$ cat config.mk
export PLATFORM = sky130hd
export DESIGN_NAME = dch_engine
export DESIGN_NICKNAME = d
export VERILOG_FILES = /design/src/rtl/dch_pkg.sv /design/src/rtl/dch_select.sv /design/src/rtl/dch_cmd_regs.sv /design/src/rtl/dch_wport.sv /design/src/rtl/dch_engine.sv
export SDC_FILE = /design/constraint.sdc
export NUM_CORES = 1
export LEC_CHECK = 0
export BUFFER_PORTS_ARGS = -buffer_cell sky130_fd_sc_hd__buf_2
export CAP_MARGIN = 20
export CORE_AREA = 5 5 131 71
export DETAILED_ROUTE_END_ITERATION = 6
export DIE_AREA = 0 0 136 76
export PLACE_DENSITY = 0.84
export SYNTH_ARGS = -nofsm -noshare
export SYNTH_HDL_FRONTEND = slang
export SYNTH_SLANG_ARGS = --single-unit
$ cat constraint.sdc
create_clock -name clk -period 4 [get_ports clk]
set_clock_uncertainty 0.2 [all_clocks]
set_input_delay 0 -clock clk [delete_from_list [all_inputs] [get_ports clk]]
set_output_delay 0 -clock clk [all_outputs]
set_load 0.005 [all_outputs]
$ cat src/rtl/dch_pkg.sv
package dch_pkg;
  localparam int OP_W = 3;
  typedef logic [OP_W-1:0] op_t;
  localparam op_t OP_DISCONNECT = 3'b000;
endpackage

$ cat src/rtl/dch_select.sv
module dch_select #(
  parameter int CH_W    = 4,
  parameter int UNIT_W  = 9,
  parameter int CHAN_ID = 1,
  localparam int SEL_W  = CH_W + UNIT_W
) (
  input  logic              clk,
  input  logic              rst,
  input  logic              sel_valid,
  input  logic [SEL_W-1:0]  sel_field,
  input  logic              unit_rdy,
  input  logic              block,
  input  logic              drop,
  output logic              sel_ack,
  output logic              selected,
  output logic [UNIT_W-1:0] sel_unit
);
  logic [CH_W-1:0]   chan;
  logic [UNIT_W-1:0] unit;
  logic              hit;

  assign chan = sel_field[SEL_W-1 -: CH_W];
  assign unit = sel_field[UNIT_W-1:0];
  assign hit  = sel_valid && (chan == CH_W'(CHAN_ID)) && unit_rdy && !block;

  always_ff @(posedge clk) begin
    if (rst) begin
      sel_ack  <= 1'b0;
      selected <= 1'b0;
      sel_unit <= '0;
    end else begin
      sel_ack <= hit;
      if (drop) begin
        selected <= 1'b0;
        sel_unit <= '0;
      end else if (hit) begin
        selected <= 1'b1;
        sel_unit <= unit;
      end
    end
  end

  // an acknowledge needs a ready unit and a request on the previous edge
  a_r2_ack_needs_ready: assert property (@(posedge clk) disable iff (rst)
    sel_ack |-> $past(unit_rdy && sel_valid));
  // no acknowledge while the channel is blocked
  a_r10_blocked_no_ack: assert property (@(posedge clk) disable iff (rst)
    block |=> !sel_ack);
endmodule

$ cat src/rtl/dch_cmd_regs.sv
module dch_cmd_regs
  import dch_pkg::*;
#(
  parameter int WORD_W = 36,
  parameter int CNT_W  = 15,
  parameter int ADDR_W = 15
) (
  input  logic              clk,
  input  logic              rst,
  input  logic              load,
  input  logic [WORD_W-1:0] cmd_word,
  input  logic              step,
  output op_t               op,
  output logic [CNT_W-1:0]  wc,
  output logic [ADDR_W-1:0] cac,
  output logic              load_zero
);
  localparam int OP_HI  = WORD_W - 1;
  localparam int CNT_HI = WORD_W - 1 - OP_W;
  localparam int GAP_HI = CNT_HI - CNT_W;

  op_t               f_op;
  logic [CNT_W-1:0]  f_cnt;
  logic [ADDR_W-1:0] f_addr;
  logic              unused_gap;

  assign f_op       = cmd_word[OP_HI -: OP_W];
  assign f_cnt      = cmd_word[CNT_HI -: CNT_W];
  assign f_addr     = cmd_word[ADDR_W-1:0];
  assign unused_gap = ^cmd_word[GAP_HI:ADDR_W];
  assign load_zero  = (f_cnt == '0);

  always_ff @(posedge clk) begin
    if (rst) begin
      op  <= '0;
      wc  <= '0;
      cac <= '0;
    end else if (load) begin
      op  <= f_op;
      wc  <= f_cnt;
      cac <= f_addr;
    end else if (step) begin
      wc  <= wc - CNT_W'(1);
      cac <= cac + ADDR_W'(1);
    end
  end

  // a step never arrives with an exhausted count
  a_r5_no_underflow: assert property (@(posedge clk) disable iff (rst)
    step |-> wc != '0);
  // address wraps to zero after the top address
  a_r7_addr_wrap: assert property (@(posedge clk) disable iff (rst)
    (step && !load && cac == '1) |=> cac == '0);
endmodule

$ cat src/rtl/dch_wport.sv
module dch_wport #(
  parameter int WORD_W = 36,
  parameter int ADDR_W = 15
) (
  input  logic              clk,
  input  logic              rst,
  input  logic              fire,
  input  logic [ADDR_W-1:0] addr,
  input  logic [WORD_W-1:0] data,
  output logic              mem_we,
  output logic [ADDR_W-1:0] mem_addr,
  output logic [WORD_W-1:0] mem_wdata
);
  always_ff @(posedge clk) begin
    if (rst) begin
      mem_we    <= 1'b0;
      mem_addr  <= '0;
      mem_wdata <= '0;
    end else begin
      mem_we <= fire;
      if (fire) begin
        mem_addr  <= addr;
        mem_wdata <= data;
      end
    end
  end
endmodule

$ cat src/rtl/dch_engine.sv
module dch_engine
  import dch_pkg::*;
#(
  parameter int WORD_W  = 36,
  parameter int CNT_W   = 15,
  parameter int ADDR_W  = 15,
  parameter int CH_W    = 4,
  parameter int UNIT_W  = 9,
  parameter int CHAN_ID = 1,
  localparam int SEL_W  = CH_W + UNIT_W
) (
  input  logic              clk,
  input  logic              rst,
  input  logic              sel_valid,
  input  logic [SEL_W-1:0]  sel_field,
  input  logic              unit_rdy,
  output logic              sel_ack,
  output logic              selected,
  output logic [UNIT_W-1:0] sel_unit,
  input  logic              cmd_valid,
  input  logic [WORD_W-1:0] cmd_word,
  output logic              busy,
  input  logic              pw_valid,
  input  logic [WORD_W-1:0] pw_data,
  output logic              pw_ready,
  output logic              mem_we,
  output logic [ADDR_W-1:0] mem_addr,
  output logic [WORD_W-1:0] mem_wdata
);
  op_t               op;
  logic [CNT_W-1:0]  wc;
  logic [ADDR_W-1:0] cac;
  logic load, load_zero, fire, last, disc_end, zero_load, drop, block;
  logic busy_q;

  assign busy      = busy_q;
  assign pw_ready  = busy_q && (wc != '0);
  assign load      = cmd_valid && selected && !pw_ready;
  assign fire      = pw_valid && pw_ready;
  assign last      = fire && (wc == CNT_W'(1));
  assign disc_end  = last && (op == OP_DISCONNECT);
  assign zero_load = load && load_zero;
  assign drop      = zero_load || disc_end;
  assign block     = busy_q || load;

  dch_select #(.CH_W(CH_W), .UNIT_W(UNIT_W), .CHAN_ID(CHAN_ID)) u_sel (
    .clk(clk), .rst(rst), .sel_valid(sel_valid), .sel_field(sel_field),
    .unit_rdy(unit_rdy), .block(block), .drop(drop),
    .sel_ack(sel_ack), .selected(selected), .sel_unit(sel_unit));

  dch_cmd_regs #(.WORD_W(WORD_W), .CNT_W(CNT_W), .ADDR_W(ADDR_W)) u_regs (
    .clk(clk), .rst(rst), .load(load), .cmd_word(cmd_word), .step(fire),
    .op(op), .wc(wc), .cac(cac), .load_zero(load_zero));

  dch_wport #(.WORD_W(WORD_W), .ADDR_W(ADDR_W)) u_wp (
    .clk(clk), .rst(rst), .fire(fire), .addr(cac), .data(pw_data),
    .mem_we(mem_we), .mem_addr(mem_addr), .mem_wdata(mem_wdata));

  always_ff @(posedge clk) begin
    if (rst)           busy_q <= 1'b0;
    else if (load)     busy_q <= !load_zero;
    else if (disc_end) busy_q <= 1'b0;
  end

  // every write follows an accepted peripheral word
  a_r4_write_follows: assert property (@(posedge clk) disable iff (rst)
    mem_we |-> $past(pw_valid && pw_ready));
  // the last word under the disconnect code releases the channel
  a_r6_disconnect: assert property (@(posedge clk) disable iff (rst)
    disc_end |=> (!busy_q && !selected && !pw_ready));
  // offered words that are not accepted leave no write behind
  a_r6_ignored_word: assert property (@(posedge clk) disable iff (rst)
    (pw_valid && !pw_ready) |=> !mem_we);
  // a zero count disconnects at load and writes nothing
  a_r8_zero_count: assert property (@(posedge clk) disable iff (rst)
    zero_load |=> (!busy_q && !selected && !mem_we));
  // other codes keep the unit connected at zero count
  a_r9_hold: assert property (@(posedge clk) disable iff (rst)
    (last && op != OP_DISCONNECT) |=> (busy_q && selected && !pw_ready));
endmodule

==> results.json <==
{
  "rows": 24,
  "die_area_mm2": 0.0103,
  "core_mm2": 0.00820,
  "synth-main-ff-cell": "dfxtp_1",
  "via_per_inst": 5.51,
  "required_ns": 4.03,
  "rrSetupSlack_ns": 0.30,
  "worst_path_most_repeated_cell": "dlygate4sd3_1",
  "clk_latency_ns": 0.34,
  "grt_use_total_pct": 26.9,
  "endpoint_kind": "flop",
  "cts_tree": "yes",
  "whs_path_depth": 4,
  "antenna_found_initial": 0,
  "area_growth_pct": 48.6,
  "maxCapViolations": 0,
  "start_util_pct": 50.0,
  "relSlewSlack_pct": 43.6,
  "setup-tns-final_ns": 0,
  "hold_path.class": "in -> reg",
  "n_fill_cell": 590,
  "drtIter0Drc": 481,
  "cts_num_sinks": 97,
  "critPathSlowestCell": "dlygate4sd3_1",
  "ys_warn_count": 0,
  "placed_cells": 737,
  "post_cts_buffers": 0,
  "async_flop_share_pct": 0,
  "syn_nets": 590,
  "synth_cells": 495,
  "slowest_delay_ns": 0.59,
  "post_drt_wl_per_cell_um": 16.5,
  "diodes": 0,
  "ys_ff_latch": 97,
  "portBuffers": 152,
  "p_leak_nw": 2.61,
  "rsz0062_at_grt": "no",
  "hold_path_end": "u_regs.cac[9]$_SDFFE_PP0P_",
  "post-route-util_pct": 74.2,
  "holdCritStartpoint": "rst",
  "antenna_left": 0,
  "num_io_pins": 156,
  "instances_no_fill": 839,
  "synth_edf_count": 0,
  "worstPathCellList": "inv_1 -> ha_1 -> nor4b_2 -> nand4_4 -> a21o_1 -> buf_4 -> o221ai_1 -> dlygate4sd3_1 -> nor2_1 -> dlygate4sd3_1",
  "grt_pass1_vias": 4499,
  "first_pass_iters": 5,
  "worstPathArrival_ns": 3.72,
  "setup_viol": 0,
  "fin_crit_ns": 3.70,
  "power_density_mw_per_mm2": 334,
  "path_clk_slew_ns": 0.06,
  "grt.overflow.total": 0,
  "drc": 0,
  "fmax_ghz": 0.270,
  "outcome": "finished clean",
  "clock_path_buffers": 2,
  "cts_made_buffers": 9,
  "drv_slew": 0,
  "drive_above_1_share_pct": 25.9,
  "reg2regPathDepth": 10,
  "final_nets": 812,
  "crit_buf_inv": 4,
  "ir_drop_uv": 222,
  "dp_hpwl_um": 8450,
  "path_max_fanout": 24,
  "ctsHoldBuffers": 86,
  "die_y_um": 76,
  "synth_cell_types": 50,
  "wl_met2_um": 6300,
  "grt_pass1_wl_um": 22600,
  "tightestPinTransition_ns": 0.844,
  "hold_viol": 0,
  "die_w_um": 136,
  "met1_length_um": 5790,
  "grt_max_degree": 77,
  "htreeDepth": 3,
  "cp-start-kind": "flop",
  "syn_avg_cell_area_um2": 8.27,
  "top_layer_used": "met4",
  "root_buffer": "clkbuf_16",
  "cp.depth": 10,
  "r2r_start": "u_regs.wc[0]$_SDFFE_PP0P_",
  "regToRegEndpoint": "u_regs.cac[2]$_SDFFE_PP0P_",
  "routed_wl_um": 13800,
  "wl_met3_um": 1480,
  "ctsResizeCount": 0,
  "fin_crit_sh_pct": 92.4,
  "vias": 4625,
  "syn_area_mm2": 0.00410,
  "globalplace.congestion": 0.864,
  "critPathTopFamily": "buffers and inverters",
  "crit_type": "reg -> reg",
  "yosysSeqAreaShare_pct": 47.4
}
-- cell usage in the layout (no fill, tap or decap), drive strengths merged, types with 8 or more instances in the layout --
| cell type | Yosys | final |
|---|---|---|
| dfxtp | 97 | 97 |
| nor2 | 34 | 34 |
| nand2 | 117 | 117 |
| nand3 | 12 | 12 |
| nor4 | 11 | 11 |
| clkbuf | 15 | 12 |
| dlygate4sd3 | 0 | 86 |
| mux2i | 9 | 9 |
| o21ai | 9 | 9 |
| a21oi | 64 | 64 |
| nand4 | 9 | 9 |
| nor3 | 19 | 19 |
| buf | 18 | 158 |
| a311oi | 8 | 8 |
| a211oi | 11 | 11 |
-- synthesized netlist by cell type, drive strengths merged, types with 2 or more instances --
cell	number	area share (%)
a21o	2	0.37
dfxtp	97	47
or3	6	0.92
nor4	11	2.2
or4	2	0.46
and4	5	1.1
nand2	117	11
o221ai	3	0.64
a21oi	64	7.9
mux2i	9	2.2
a2111oi	4	1.1
nand4	9	1.7
inv	7	0.64
buf	18	2.3
nand3	12	1.5
o211ai	2	0.49
clkbuf	15	1.4
and3	7	1.1
a2bb2oi	2	0.43
a211oi	11	2.0
a22oi	3	0.55
a311oi	8	1.7
ha	4	1.2
and2	3	0.46
nor3	19	2.6
o21ai	9	1.1
nor2	34	3.2
or4b	2	0.49
-- tightest hold or removal path, stage by stage --
cell	delay (ns)
buf_2	0.09
inv_1	0.20
o21ai_1	0.15
a211oi_1	0.06
-- how the worst max path moves through the flow --
stage / endpoint / from
finish: u_regs.cac[2]$_SDFFE_PP0P_ / u_regs.wc[0]$_SDFFE_PP0P_
global route: u_regs.cac[2]$_SDFFE_PP0P_ / u_regs.wc[0]$_SDFFE_PP0P_
CTS: u_regs.cac[2]$_SDFFE_PP0P_ / u_regs.wc[0]$_SDFFE_PP0P_
detailed placement: u_regs.cac[0]$_SDFFE_PP0P_ / u_regs.wc[0]$_SDFFE_PP0P_
global placement: u_regs.cac[0]$_SDFFE_PP0P_ / u_regs.wc[0]$_SDFFE_PP0P_
floorplan: u_sel.sel_unit[0]$_SDFFE_PP0P_ / u_regs.wc[0]$_SDFFE_PP0P_
-- cell type report --
type	count	area [um2]	share of cell area [%]
clock buffers	12	267	4.38
clock inverters	4	50.0	0.822
repair buffers	244	1670	27.4
well taps	117	146	2.41
multi-input cells	358	1990	32.7
flip-flops and latches	97	1940	31.9
inverters	7	26.3	0.432
-- stage by stage --
| step | power [mW] | hold WS (ns) | setup slack [ns] | cell area, um2 |
|---|---|---|---|---|
| floorplan | 1.04 | -0.0640 | 1.83 | 4100 |
| global placement | 1.09 | 0.0299 | 1.21 | 4910 |
| detailed placement | 1.09 | 0.0394 | 1.08 | 4910 |
| CTS | 2.05 | 0.00644 | 0.357 | 6090 |
| global route | 2.10 | 0.0584 | 0.140 | 6090 |
| finish | 2.03 | 0.0187 | 0.303 | 6090 |
-- metal layers --
layer	GRT usage [%]	vias up
met5	0	-
met4	6.34	0
met3	8.25	35
met2	44.8	244
met1	34.3	2150
li1	-	2196
-- flip-flops by register name (all words and copies together) (netlist names) --
register,cells
busy,1
u_regs.cac,15
u_regs.op,3
u_regs.wc,15
u_sel.sel_ack,1
u_sel.sel_unit,9
u_sel.selected,1
u_wp.mem_addr,15
u_wp.mem_wdata,36
u_wp.mem_we,1
-- logic make-up after synthesis --
logic type               Yosys count  share of synthesized area [%]
XOR/XNOR                           1                          0.214
multiplexers                       9                           2.20
AND/OR/NAND/NOR                  230                           27.1
AO/OA/AOI/OAI                    114                           17.6
buffers and inverters             40                           4.28
flip-flops                        97                           47.4
adder cells (fa/ha/maj)            4                           1.22
-- power breakdown --
| group | leakage (nW) | switching, mW | total [mW] | internal, mW |
|---|---|---|---|---|
| registers | 0.781 | 0.00458 | 0.974 | 0.969 |
| clock network | 0.151 | 0.357 | 0.891 | 0.534 |
| logic | 1.68 | 0.0688 | 0.169 | 0.100 |
| total | 2.61 | 0.430 | 2.03 | 1.60 |
Note: power is estimated with default switching activity, not from simulation.
